<file path="src/rtl/vic_pkg.sv">
package vic_pkg;
  localparam int IDX_W = 8;
  localparam int MODE_EDGE_BIT = 4;
  localparam int DBG_MASK_BIT = 1;
  localparam int OFS_IVR = 0;
  localparam int OFS_SPU = 1;
  localparam int OFS_ENSET = 2;
  localparam int OFS_ENCLR = 3;
  localparam int OFS_ENSTAT = 4;
  localparam int OFS_PEND = 5;
  localparam int OFS_EOI = 6;
  localparam int OFS_DBG = 7;

  typedef enum logic [2:0] {
    SEL_NONE, SEL_MODE, SEL_VEC, SEL_IVR, SEL_SPU, SEL_ENSTAT, SEL_PEND, SEL_DBG
  } rdSel_e;

  typedef struct packed {
    logic       wrMode;
    logic       wrVec;
    logic       wrSpu;
    logic       enSet;
    logic       enClr;
    logic       eoi;
    logic       wrDbg;
    logic       rdVector;
    rdSel_e     rdSel;
    logic [IDX_W-1:0] idx;
  } strobe_t;
endpackage

</file>
<file path="src/rtl/vic_ctrl.sv">
module vic_ctrl
  import vic_pkg::*;
#(
  parameter int NUM_SRC = 32,
  parameter int ADDR_W  = 8
) (
  input  logic [ADDR_W-1:0] busAddr,
  input  logic              busWrite,
  input  logic              busRead,
  output strobe_t           strobe
);
  localparam logic [ADDR_W-1:0] VEC_BASE = ADDR_W'(NUM_SRC);
  localparam logic [ADDR_W-1:0] CTL_BASE = ADDR_W'(2 * NUM_SRC);

  logic [ADDR_W-1:0] ofs;

  always_comb begin
    strobe = '0;
    ofs    = busAddr - CTL_BASE;
    if (busAddr < VEC_BASE) begin
      strobe.idx    = IDX_W'(busAddr);
      strobe.wrMode = busWrite;
      if (busRead) strobe.rdSel = SEL_MODE;
    end else if (busAddr < CTL_BASE) begin
      strobe.idx   = IDX_W'(busAddr - VEC_BASE);
      strobe.wrVec = busWrite;
      if (busRead) strobe.rdSel = SEL_VEC;
    end else begin
      case (ofs)
        ADDR_W'(OFS_IVR): begin
          strobe.rdVector = busRead;
          if (busRead) strobe.rdSel = SEL_IVR;
        end
        ADDR_W'(OFS_SPU): begin
          strobe.wrSpu = busWrite;
          if (busRead) strobe.rdSel = SEL_SPU;
        end
        ADDR_W'(OFS_ENSET):  strobe.enSet = busWrite;
        ADDR_W'(OFS_ENCLR):  strobe.enClr = busWrite;
        ADDR_W'(OFS_ENSTAT): if (busRead) strobe.rdSel = SEL_ENSTAT;
        ADDR_W'(OFS_PEND):   if (busRead) strobe.rdSel = SEL_PEND;
        ADDR_W'(OFS_EOI):    strobe.eoi = busWrite;
        ADDR_W'(OFS_DBG): begin
          strobe.wrDbg = busWrite;
          if (busRead) strobe.rdSel = SEL_DBG;
        end
        default: ;
      endcase
    end
  end
endmodule

</file>
<file path="src/rtl/vic_datapath.sv">
module vic_datapath
  import vic_pkg::*;
#(
  parameter int NUM_SRC = 32,
  parameter int DATA_W  = 32,
  parameter int PRIO_W  = 3
) (
  input  logic               clk,
  input  logic               rstN,
  input  strobe_t            strobe,
  input  logic [DATA_W-1:0]  busWdata,
  output logic [DATA_W-1:0]  busRdata,
  input  logic [NUM_SRC-1:0] srcIn,
  output logic               irqN,
  output logic               fiqN,
  output logic               wakeup,
  output logic               maskObs,
  output logic               inServiceObs,
  output logic [DATA_W-1:0]  spuObs
);
  localparam int SRC_W = (NUM_SRC > 1) ? $clog2(NUM_SRC) : 1;

  logic [PRIO_W-1:0] prioArr [NUM_SRC];
  logic              edgeArr [NUM_SRC];
  logic [DATA_W-1:0] vecArr  [NUM_SRC];
  logic [NUM_SRC-1:0] pending, pendEn, cand;
  logic [NUM_SRC-1:0] srcPrev, enReg;
  logic [DATA_W-1:0]  spuReg;
  logic               inService, dbgMask;
  logic [PRIO_W-1:0]  isPrio;
  logic               found;
  logic [SRC_W-1:0]   bestIdx;
  logic [PRIO_W-1:0]  bestPrio;
  logic               takeVec;

  for (genvar g = 0; g < NUM_SRC; g++) begin : gSrc
    logic [PRIO_W-1:0] prio;
    logic              isEdge;
    logic [DATA_W-1:0] vec;
    logic              flag;
    logic              hit;
    assign hit = (strobe.idx == IDX_W'(g));
    always_ff @(posedge clk or negedge rstN) begin
      if (!rstN) begin
        prio   <= '0;
        isEdge <= 1'b0;
        vec    <= '0;
        flag   <= 1'b0;
      end else begin
        if (strobe.wrMode && hit) begin
          prio   <= busWdata[PRIO_W-1:0];
          isEdge <= busWdata[MODE_EDGE_BIT];
        end
        if (strobe.wrVec && hit) vec <= busWdata;
        if (isEdge && srcIn[g] && !srcPrev[g]) flag <= 1'b1;
        else if (!isEdge || (takeVec && bestIdx == SRC_W'(g))) flag <= 1'b0;
      end
    end
    assign prioArr[g] = prio;
    assign edgeArr[g] = isEdge;
    assign vecArr[g]  = vec;
    assign pending[g] = isEdge ? flag : srcIn[g];
    assign pendEn[g]  = pending[g] & enReg[g];
    assign cand[g]    = pendEn[g] && (!inService || prio > isPrio);
  end

  always_comb begin
    found    = 1'b0;
    bestIdx  = '0;
    bestPrio = '0;
    for (int i = 0; i < NUM_SRC; i++) begin
      if (cand[i] && (!found || prioArr[i] > bestPrio)) begin
        found    = 1'b1;
        bestIdx  = SRC_W'(i);
        bestPrio = prioArr[i];
      end
    end
  end

  assign takeVec = strobe.rdVector && found;

  always_ff @(posedge clk or negedge rstN) begin
    if (!rstN) begin
      srcPrev   <= '0;
      enReg     <= '0;
      spuReg    <= '0;
      inService <= 1'b0;
      isPrio    <= '0;
      dbgMask   <= 1'b0;
    end else begin
      srcPrev <= srcIn;
      if (strobe.enSet) enReg <= enReg | busWdata[NUM_SRC-1:0];
      else if (strobe.enClr) enReg <= enReg & ~busWdata[NUM_SRC-1:0];
      if (strobe.wrSpu) spuReg <= busWdata;
      if (strobe.wrDbg) dbgMask <= busWdata[DBG_MASK_BIT];
      if (takeVec) begin
        inService <= 1'b1;
        isPrio    <= bestPrio;
      end else if (strobe.eoi) begin
        inService <= 1'b0;
      end
    end
  end

  always_ff @(posedge clk or negedge rstN) begin
    if (!rstN) begin
      busRdata <= '0;
    end else begin
      case (strobe.rdSel)
        SEL_MODE: begin
          busRdata <= '0;
          busRdata[PRIO_W-1:0]    <= prioArr[strobe.idx[SRC_W-1:0]];
          busRdata[MODE_EDGE_BIT] <= edgeArr[strobe.idx[SRC_W-1:0]];
        end
        SEL_VEC:    busRdata <= vecArr[strobe.idx[SRC_W-1:0]];
        SEL_IVR:    busRdata <= found ? vecArr[bestIdx] : spuReg;
        SEL_SPU:    busRdata <= spuReg;
        SEL_ENSTAT: busRdata <= DATA_W'(enReg);
        SEL_PEND:   busRdata <= DATA_W'(pending);
        SEL_DBG: begin
          busRdata <= '0;
          busRdata[DBG_MASK_BIT] <= dbgMask;
        end
        default: ;
      endcase
    end
  end

  logic irqAny;
  assign irqAny = |cand[NUM_SRC-1:1];
  assign irqN   = !irqAny || dbgMask;
  assign fiqN   = !pendEn[0] || dbgMask;
  assign wakeup = |pendEn;

  assign maskObs      = dbgMask;
  assign inServiceObs = inService;
  assign spuObs       = spuReg;
endmodule

</file>
<file path="src/rtl/vic_top.sv">
module vic_top
  import vic_pkg::*;
#(
  parameter int NUM_SRC = 32,
  parameter int ADDR_W  = 8,
  parameter int DATA_W  = 32,
  parameter int PRIO_W  = 3
) (
  input  logic               clk,
  input  logic               rstN,
  input  logic [ADDR_W-1:0]  busAddr,
  input  logic               busWrite,
  input  logic               busRead,
  input  logic [DATA_W-1:0]  busWdata,
  output logic [DATA_W-1:0]  busRdata,
  input  logic [NUM_SRC-1:0] srcIn,
  output logic               irqN,
  output logic               fiqN,
  output logic               wakeup
);
  strobe_t           strobe;
  logic              maskObs;
  logic              inServiceObs;
  logic [DATA_W-1:0] spuObs;

  vic_ctrl #(.NUM_SRC(NUM_SRC), .ADDR_W(ADDR_W)) ctrl_i (
    .busAddr(busAddr), .busWrite(busWrite), .busRead(busRead), .strobe(strobe)
  );

  vic_datapath #(.NUM_SRC(NUM_SRC), .DATA_W(DATA_W), .PRIO_W(PRIO_W)) dp_i (
    .clk(clk), .rstN(rstN), .strobe(strobe), .busWdata(busWdata),
    .busRdata(busRdata), .srcIn(srcIn), .irqN(irqN), .fiqN(fiqN),
    .wakeup(wakeup), .maskObs(maskObs), .inServiceObs(inServiceObs),
    .spuObs(spuObs)
  );
endmodule

</file>
<file path="config.mk">
export PLATFORM = sky130hd
export DESIGN_NAME = vic_top
export DESIGN_NICKNAME = d
export VERILOG_FILES = /design/src/rtl/vic_pkg.sv /design/src/rtl/vic_ctrl.sv /design/src/rtl/vic_datapath.sv /design/src/rtl/vic_top.sv
export SDC_FILE = /design/constraint.sdc
export NUM_CORES = 2
export LEC_CHECK = 0
export ABC_AREA = 1
export CAP_MARGIN = 40
export CORE_ASPECT_RATIO = 1.1
export CORE_MARGIN = 2
export CORE_UTILIZATION = 35
export CTS_BUF_LIST = sky130_fd_sc_hd__clkbuf_2 sky130_fd_sc_hd__clkbuf_4 sky130_fd_sc_hd__clkbuf_8
export CTS_CLUSTER_SIZE = 30
export DETAILED_ROUTE_END_ITERATION = 10
export DONT_BUFFER_PORTS = 1
export PLACE_DENSITY = 0.53
export SLEW_MARGIN = 20
export SYNTH_ARGS = -nofsm -noshare
export SYNTH_HDL_FRONTEND = slang
export SYNTH_HIERARCHICAL = 1
export SYNTH_SLANG_ARGS = --single-unit
export TNS_END_PERCENT = 10
</file>
<file path="constraint.sdc">
create_clock -name clk -period 37.4 [get_ports clk]
set_input_delay 3.74 -clock clk [delete_from_list [all_inputs] [get_ports clk]]
set_output_delay 3.74 -clock clk [all_outputs]
set_load 0.01 [all_outputs]
</file>
==> flow_metrics.env <==
export IMPL_outcome="finished with violations"
export IMPL_violations="design-rule violations"
export IMPL_critical_path_max_stage_delay_ns=0.34
export IMPL_path_max_fanout=14
export IMPL_arrival_ns=36.92
export IMPL_slew_violations=0
export IMPL_ir_worst_vdd_mv=0.0360
export IMPL_reg2reg_setup_slack_ns=3.12
export IMPL_start_util_pct=35.2
export IMPL_clkLatencyLatePin_ns=1.02
export IMPL_required_ns=38.29
export IMPL_clk_pin_slew_ns=0.06
export IMPL_ant_nets=0
export IMPL_power_density_mw_per_mm2=39.5
export IMPL_whs_path_depth=1
export IMPL_critPathCaptureType="flop"
export IMPL_cap_violations=0
export IMPL_setup_viol_count_final=0
export IMPL_rsz0062_at_grt="true"
export IMPL_syn_area_mm2=0.0728
export IMPL_grt_pass1_vias=69685
export IMPL_h_tree_depth=4
export IMPL_synth_distinct_cells=61
export IMPL_final_util_pct=42.6
export IMPL_area_growth_pct=20.8
export IMPL_grtUsageTotal_pct=31.8
export IMPL_critical_path_class="in -> reg"
export IMPL_grt_pass1_wl_um=498000
export IMPL_grt_max_degree=214
export IMPL_tightest_slew_ns=1.15
export IMPL_antenna_found_initial=16
export IMPL_die_w_um=439
export IMPL_synth_async_reset_ratio_pct=100
export IMPL_min_period_ns=36.03
export IMPL_synth_seq_area_share_pct=45.2
export IMPL_crit_path_start_kind="primary input"
export IMPL_die_h_um=482
export IMPL_ys_ff_latch=1317
export IMPL_cts_buffers=222
export IMPL_ys_warn_count=6
export IMPL_fin_tns_setup_ns=0
export IMPL_num_vias=74217
export IMPL_area_sequential_mm2=0.0330
export IMPL_final_cells=12622
export IMPL_dieArea_mm2=0.212
export IMPL_io_buffers=0
export IMPL_wire_per_inst_um=27.8
export IMPL_p_leak_nw=38.9
export IMPL_r2r_cells=313
export IMPL_dp_cells=12079
export IMPL_drc=1
export IMPL_gr_total_overflow=0
export IMPL_root_buffer="clkbuf_8"
export IMPL_multi_input_area_mm2=0.0358
export IMPL_drtIter0Drc=9635
export IMPL_timing_final_ws_setup_ns=1.37
export IMPL_ys_flop_type="dfrtp_1"
export IMPL_gp_congestion=0.960
export IMPL_synthCells=9436
export IMPL_holdBufCountCts=0
export IMPL_final_hold_violation_count=0
export IMPL_detail_route_vias_per_cell=5.88
export IMPL_rows=175
export IMPL_crit_slowest_cell="ha_1"
export IMPL_preCtsSetupSlack_ns=-3.06
export IMPL_fillCellCount=20852
export IMPL_p_total_mw=3.47
export IMPL_cts_sinks=1317
export IMPL_synthesis_nets=9679
export IMPL_wl_um=351000
export IMPL_synth_edf_count=0
export IMPL_hold_end="dp_i/gSrc[25].flag$_DFFE_PN0P_"
export IMPL_fmax_mhz=27.8
export IMPL_core_region_area_mm2=0.207
export IMPL_dpl_hpwl_um=217000
export IMPL_max_slew_margin_pct=23.1
export IMPL_min_from="dp_i/srcPrev[25]$_DFF_PN0_"
export IMPL_final_net_count=9920
export IMPL_path_common_cell="nand2_2"
export IMPL_clock_path_buffers=3
export IMPL_num_io_pins=111
export IMPL_hold_class="reg -> reg"
export IMPL_cts_tree="yes"
export IMPL_reg2reg_from="dp_i/isPrio[2]$_DFFE_PN0P_"
export IMPL_period_share_pct=96.3
export IMPL_r2r_end="dp_i/busRdata[11]$_DFFE_PN0P_"
export IMPL_postSynthAreaPerCell_um2=7.72
export IMPL_drive_above_1_share_pct=16.6
export IMPL_firstDrtPassIters=11
export IMPL_clock_skew_ns=0.0489
Yosys cell counts, types with 4 or more instances:
| cell | n | area share [%] |
|---|---|---|
| a21oi_1 | 297 | 2.0 |
| dlygate4sd3_1 | 5 | 0.069 |
| buf_4 | 31 | 0.32 |
| nand4_1 | 35 | 0.30 |
| nand2_2 | 93 | 0.80 |
| o211ai_1 | 76 | 0.78 |
| buf_8 | 13 | 0.27 |
| clkbuf_4 | 4 | 0.041 |
| nor2_1 | 674 | 3.5 |
| inv_1 | 670 | 3.5 |
| nand2_1 | 2477 | 13 |
| nand2_4 | 19 | 0.29 |
| inv_2 | 13 | 0.067 |
| clkbuf_1 | 505 | 2.6 |
| nor4_1 | 12 | 0.10 |
| nand3_2 | 27 | 0.37 |
| a221oi_1 | 57 | 0.69 |
| a2111oi_0 | 8 | 0.096 |
| buf_1 | 31 | 0.16 |
| buf_6 | 14 | 0.22 |
| o211ai_2 | 29 | 0.50 |
| o21ai_0 | 1495 | 10 |
| nand3_1 | 378 | 2.6 |
| ha_1 | 167 | 2.9 |
| dfrtp_1 | 1317 | 45 |
| a22oi_1 | 268 | 2.8 |
| or2_2 | 9 | 0.077 |
| a22o_1 | 26 | 0.31 |
| a31oi_1 | 84 | 0.72 |
| buf_2 | 79 | 0.54 |
| o22ai_1 | 173 | 1.5 |
| nor3_1 | 30 | 0.21 |
| a211oi_1 | 34 | 0.35 |
| o21ai_1 | 70 | 0.48 |
| o221ai_1 | 164 | 2.0 |
flip-flops by register name (all words and copies together), names as in the netlist, named ones only:
name / cells
dp_i/gSrc.vec: 1024
dp_i/gSrc.prio: 96
dp_i/busRdata: 32
dp_i/gSrc.flag: 32
dp_i/gSrc.isEdge: 32
dp_i/spuObs: 32
dp_i/srcPrev: 32
dp_i/isPrio: 3
dp_i/inServiceObs: 1
dp_i/maskObs: 1
metal layers:
metal,vias to the layer above,wire [um],track usage (%)
li1,32525,-,-
met1,36354,141000,42.4
met2,4429,154000,49.3
met3,907,36100,6.38
met4,2,21000,15.7
met5,-,13,0
placed cells by master, fill, tap and decap left out, drive strengths merged, types with 2 or more instances in the layout:
cell / netlist / layout
nand2: 2592 / 2592
o21ai: 1565 / 1565
dfrtp: 1317 / 1317
buf: 168 / 690
inv: 685 / 688
nor2: 680 / 680
nand3: 406 / 406
clkbuf: 512 / 362
a21oi: 300 / 300
a22oi: 268 / 268
o22ai: 173 / 173
ha: 167 / 167
o221ai: 164 / 164
o211ai: 105 / 105
a31oi: 84 / 84
a221oi: 57 / 57
clkinv: 3 / 47
nand4: 37 / 37
a211oi: 34 / 34
nor3: 30 / 30
a22o: 26 / 26
bufinv: 0 / 16
diode: 0 / 13
nor4: 12 / 12
or2: 12 / 12
a2111oi: 8 / 8
clkinvlp: 0 / 6
o22a: 4 / 4
nand3b: 3 / 3
o31ai: 3 / 3
and2: 2 / 2
o41ai: 2 / 2
a41oi: 2 / 2
worst max path at each step:
stage                        start  slack (ns)                       endpoint  cells past startpoint
after CTS                 srcIn[0]        0.02  dp_i/busRdata[18]$_DFFE_PN0P_                    307
after floorplan           srcIn[0]        0.35   dp_i/busRdata[0]$_DFFE_PN0P_                    299
after global placement    srcIn[0]       -2.06  dp_i/busRdata[30]$_DFFE_PN0P_                    298
after global routing      srcIn[0]       -1.36   dp_i/busRdata[5]$_DFFE_PN0P_                    312
final                     srcIn[0]        1.37  dp_i/busRdata[11]$_DFFE_PN0P_                    310
after detailed placement  srcIn[0]       -3.06  dp_i/busRdata[30]$_DFFE_PN0P_                    297
metrics by stage:
step | cell area [um2] | hold WS, ns
after CTS | 85100 | 0.424
after floorplan | 72800 | 0.410
after global placement | 78800 | 0.425
final | 88000 | 0.430
after detailed placement | 79700 | 0.423
after global routing | 88000 | 0.442
power by group:
group / leakage (nW) / internal (mW) / switching, mW
Clock: 2.74 / 0.854 / 0.669
Sequential: 18.1 / 1.46 / 0.0409
Combinational: 18.0 / 0.150 / 0.296
Total: 38.9 / 2.47 / 1.01
cell type report:
| type | count | share of cell area [%] |
|---|---|---|
| multi-input combinational | 6740 | 40.7 |
| tap | 2743 | 3.90 |
| antenna | 13 | 0.0370 |
| inverter | 688 | 2.99 |
| sequential | 1317 | 37.4 |
| timing repair buffer | 708 | 9.06 |
| clock buffer | 344 | 4.95 |
| clock inverter | 69 | 0.944 |
cell families (layout without fill, tap and decap cells):
family	count (synthesis)	in the layout	share of synthesized area, %
compound gates	2798	2798	22.7
fa+ha+maj	167	167	2.87
other cells	1	14	0.00515
simple gates	3774	3774	21.3
flops	1317	1317	45.2
buf+inv	1379	1809	7.92
worst max-delay path: cells and delay by family:
kind,cells,cell delay (ns)
AND/OR/NAND/NOR,152,12.95
adder cells (fa/ha/maj),31,9.01
buffers and inverters,46,3.10
AO/OA/AOI/OAI,81,8.01
repair_timing:
item / 4_1_cts / 5_1_grt
gates resized for setup: 68 / 439
setup endpoints to repair: 67 / 67
cloned: 1 / 18
pin swaps: 2 / 196
setup buffers: 4 / 89
No activity file was read; power rests on OpenSTA's default activity.
